**config.mk**
```make
export PLATFORM = sky130hd
export DESIGN_NAME = dual_seq_counter
export DESIGN_NICKNAME = d
export VERILOG_FILES = /design/src/rtl/dual_seq_counter_pkg.sv /design/src/rtl/dual_seq_counter_ctrl.sv /design/src/rtl/dual_seq_counter_dp.sv /design/src/rtl/dual_seq_counter.sv
export SDC_FILE = /design/constraint.sdc
export NUM_CORES = 1
export LEC_CHECK = 0
export ABC_AREA = 1
export BUFFER_PORTS_ARGS = -buffer_cell sky130_fd_sc_hd__buf_2
export CORE_AREA = 2 2 39 41
export DETAILED_ROUTE_END_ITERATION = 8
export DIE_AREA = 0 0 41 43
export PLACE_DENSITY = 0.3
export SYNTH_ARGS = -nofsm -noshare
export SYNTH_HDL_FRONTEND = slang
export SYNTH_SLANG_ARGS = --single-unit
```
**constraint.sdc**
```tcl
create_clock -name clk -period 1.7 [get_ports clk]
set_clock_uncertainty 0.05 [all_clocks]
set_input_delay 0.085 -clock clk [delete_from_list [all_inputs] [get_ports clk]]
set_output_delay 0.085 -clock clk [all_outputs]
set_load 0.05 [all_outputs]
```
**src/rtl/dual_seq_counter_pkg.sv**
```systemverilog
package dual_seq_counter_pkg;
  typedef struct packed {
    logic clear;
    logic step;
    logic useGray;
  } cnt_ctl_t;
endpackage

```
**src/rtl/dual_seq_counter_ctrl.sv**
```systemverilog
module dual_seq_counter_ctrl
  import dual_seq_counter_pkg::*;
(
  input  logic     rst,
  input  logic     cntEn,
  input  logic     grayMode,
  output cnt_ctl_t ctl
);
  always_comb begin
    ctl.clear   = rst;
    ctl.step    = cntEn & ~rst;
    ctl.useGray = grayMode;
  end
endmodule

```
**src/rtl/dual_seq_counter_dp.sv**
```systemverilog
module dual_seq_counter_dp
  import dual_seq_counter_pkg::*;
#(
  parameter int CNT_W = 2
) (
  input  logic             clk,
  input  cnt_ctl_t         ctl,
  output logic [CNT_W-1:0] cntQ
);
  localparam int TOP = CNT_W - 1;

  logic [CNT_W-1:0] asBin;
  logic [CNT_W-1:0] binInc;
  logic [CNT_W-1:0] grayFromInc;
  logic [CNT_W-1:0] plainInc;
  logic [CNT_W-1:0] nextVal;

  // Gray-to-binary prefix XOR chain, one stage per bit.
  assign asBin[TOP] = cntQ[TOP];
  genvar gi;
  generate
    for (gi = TOP - 1; gi >= 0; gi--) begin : g_g2b
      assign asBin[gi] = asBin[gi+1] ^ cntQ[gi];
    end
  endgenerate

  always_comb begin
    binInc      = asBin + CNT_W'(1);
    grayFromInc = binInc ^ (binInc >> 1);
    plainInc    = cntQ + CNT_W'(1);
    nextVal     = ctl.useGray ? grayFromInc : plainInc;
  end

  always_ff @(posedge clk) begin
    if (ctl.clear)     cntQ <= '0;
    else if (ctl.step) cntQ <= nextVal;
  end
endmodule

```
**src/rtl/dual_seq_counter.sv**
```systemverilog
module dual_seq_counter
  import dual_seq_counter_pkg::*;
#(
  parameter int CNT_W = 2
) (
  input  logic             clk,
  input  logic             rst,
  input  logic             cntEn,
  input  logic             grayMode,
  output logic [CNT_W-1:0] cntOut
);
  cnt_ctl_t ctl;

  dual_seq_counter_ctrl u_ctrl (
    .rst      (rst),
    .cntEn    (cntEn),
    .grayMode (grayMode),
    .ctl      (ctl)
  );

  dual_seq_counter_dp #(.CNT_W(CNT_W)) u_dp (
    .clk  (clk),
    .ctl  (ctl),
    .cntQ (cntOut)
  );
endmodule

```
==> results.json <==
{
  "outcome": "finished clean",
  "io_buffers": 5,
  "power.total_mw": 0.1855,
  "cp-start-kind": "flip-flop",
  "crit_family": "flip-flops",
  "cts.clk_slew.worst_paths_ns": 0.03,
  "critPathMaxStageDelay_ns": 0.36,
  "regMostFlops": "u_dp.cntQ",
  "place_inst": 37,
  "path_cells": "buf_2",
  "min_from": "rst",
  "hold_path_class": "input pin to flip-flop",
  "cts_buffers": 3,
  "largest_reg_flops": 2,
  "p_sw_mw": 0.04890,
  "min_to": "u_dp.cntQ[1]",
  "switching_share_pct": 26.36,
  "synth_cells": 16,
  "rr_worst_depth": 5,
  "die_y_um": 43,
  "synth_top_area_share_pct": 40.00,
  "regArea_sq_um": 40.04,
  "clock_latency_ns": 0.22,
  "ir_drop_mv": 0.2833,
  "drt_iter0_markers": 0,
  "cts-root-buf": "clkbuf_4",
  "yosys_warnings": 0,
  "fmax_ghz": 1.002,
  "synth_nets": 20,
  "ys_seq_area_share_pct": 40.00,
  "r2r-start": "u_dp.cntQ[0]",
  "pwr-share-seq_pct": 28.4,
  "die-area_sq_um": 1763,
  "tightest_slew_ns": 0.2516,
  "final-hold-violation-count": 0,
  "synth_area_leaders": "dfxtp_1 40%, nand2_1 15%, inv_1 11%",
  "htreeDepth": 1,
  "num_vias": 121,
  "p_per_area_nw_per_um2": 1106,
  "cts_hold_buffers": 0,
  "wire_per_inst_um": 7.225,
  "tns_ns": 0,
  "post_drt_via_cell_ratio": 3.025,
  "path_buf_inv": 1,
  "clk_path_buf_depth": 2,
  "finalMaxSlewViolations": 0,
  "grt-ovfl-total": 0,
  "rows": 14,
  "synth_largest_area_cell": "dfxtp_1",
  "pwr-share-clk_pct": 56.5,
  "drt_wl_total_um": 289,
  "nets": 30,
  "chipWidth_um": 41,
  "timing.max_cap.violations": 0,
  "largestRegisters": "u_dp.cntQ (2)",
  "final_area_sq_um": 167.7,
  "cts_tree": "done",
  "netlist-cell-type-count": 9,
  "leakage_nw": 0.08655,
  "cp_slowest_cell": "dfxtp_1",
  "antenna_found_initial": 0,
  "comb_power_share_pct": 15.1,
  "cts.sinks": 2,
  "grt_pass1_vias": 126,
  "n_antenna_cell": 0,
  "critical_path_class": "flip-flop to output port",
  "start_util_pct": 7.233,
  "cts-resized-gates": 0,
  "instances_no_fill": 40,
  "syn-cell-area_sq_um": 100.1,
  "grt_pass1_wl_um": 489,
  "drive_gt1_share_pct": 41.67,
  "fin_crit_ns": 0.9981,
  "area_delta_synth_final_pct": 67.50,
  "maxSlewHeadroom_pct": 83.34,
  "end_kind": "output port",
  "grt_max_degree": 5,
  "rsz0062_at_grt": "no",
  "r2r_slack_ns": 0.83,
  "post-cts-setup-buffers": 0,
  "rr_endpoint": "u_dp.cntQ[0]",
  "dpl_cell_area_sq_um": 145.1,
  "yosys_register_bits": 2,
  "fillCellCount": 171,
  "cp.required_ns": 1.56,
  "grt_usage_pct": 5.210,
  "antenna_left": 0,
  "mostFrequentLayoutCells": "5 x buf_2, 4 x nand2_1, 3 x inv_1, 3 x clkbuf_4",
  "layout_commonest_cell": "buf_2",
  "setup_violations": 0,
  "drc_errors": 0,
  "core_area_sq_um": 1384,
  "dr.pass1.iters": 1,
  "period_share_pct": 58.71,
  "internal-power_mw": 0.1366,
  "multiInputGateArea_sq_um": 45.04,
  "dpl.hpwl_um": 219,
  "crit_path_max_fanout": 4,
  "whs_path_depth": 2,
  "syn_area_per_cell_sq_um": 6.256,
  "io_pins": 6,
  "cp.arrival_ns": 0.86,
  "globalplace.congestion": 0.6141
}
final cells by class:
| type | instances | area share (%) |
|---|---|---|
| sequential | 2 | 23.88 |
| inverter | 4 | 8.955 |
| multi-input combinational | 10 | 26.87 |
| timing repair buffer | 5 | 14.93 |
| tap | 16 | 11.94 |
| clock buffer | 3 | 13.43 |
routing by layer:
layer  vias to the layer above  wire, um  GRT usage [%]
met2                         6        85          4.688
met5                         -         0              0
li1                         65         -              -
met1                        48       154          5.112
met4                         0         4          2.000
met3                         2        44          9.424
logic make-up (layout without fill, tap and decap cells):
family / count (synthesis) / count (layout) / synth area share, %
and+or+nand+nor: 7 / 7 / 29.99
buffers and inverters: 4 / 12 / 15.00
AOI/OAI and AO/OA: 3 / 3 / 15.00
DFF: 2 / 2 / 40.00
through the flow:
stage                     utilization [%]  worst slack [ns]  hold WS, ns
final                               12.12            0.7019      0.02084
after global routing                12.12            0.6485      0.03242
after CTS                           12.12            0.6838      0.01147
after detailed placement            10.49            0.8347       0.2516
after global placement              10.49            0.9042       0.2406
after floorplan                         -            0.5365       0.1041
how the worst max path moves through the flow:
stage | startpoint | to | cells after the start
after floorplan | u_dp.cntQ[0] | u_dp.cntQ[0] | 5
after global placement | u_dp.cntQ[0] | u_dp.cntQ[0] | 5
after detailed placement | u_dp.cntQ[0] | u_dp.cntQ[0] | 5
after CTS | u_dp.cntQ[1] | cntOut[1] | 1
after global routing | u_dp.cntQ[1] | cntOut[1] | 1
final | u_dp.cntQ[1] | cntOut[1] | 1
Yosys cell counts:
cell	instances
o21ai_1	1
nand3_1	1
a21oi_1	2
dfxtp_1	2
nand2_1	4
nor2_2	1
inv_2	1
nor2_1	1
inv_1	3
power groups by stage:
stage / Clock, mW / Sequential [mW] / Combinational [mW]
floorplan: 0 / 0.0628 / 0.00933
global placement: 0 / 0.0529 / 0.0270
detailed placement: 0 / 0.0533 / 0.0282
CTS: 0.114 / 0.0527 / 0.0284
global route: 0.116 / 0.0531 / 0.0318
finish: 0.105 / 0.0527 / 0.0279
No activity file was read; power rests on OpenSTA's default activity.
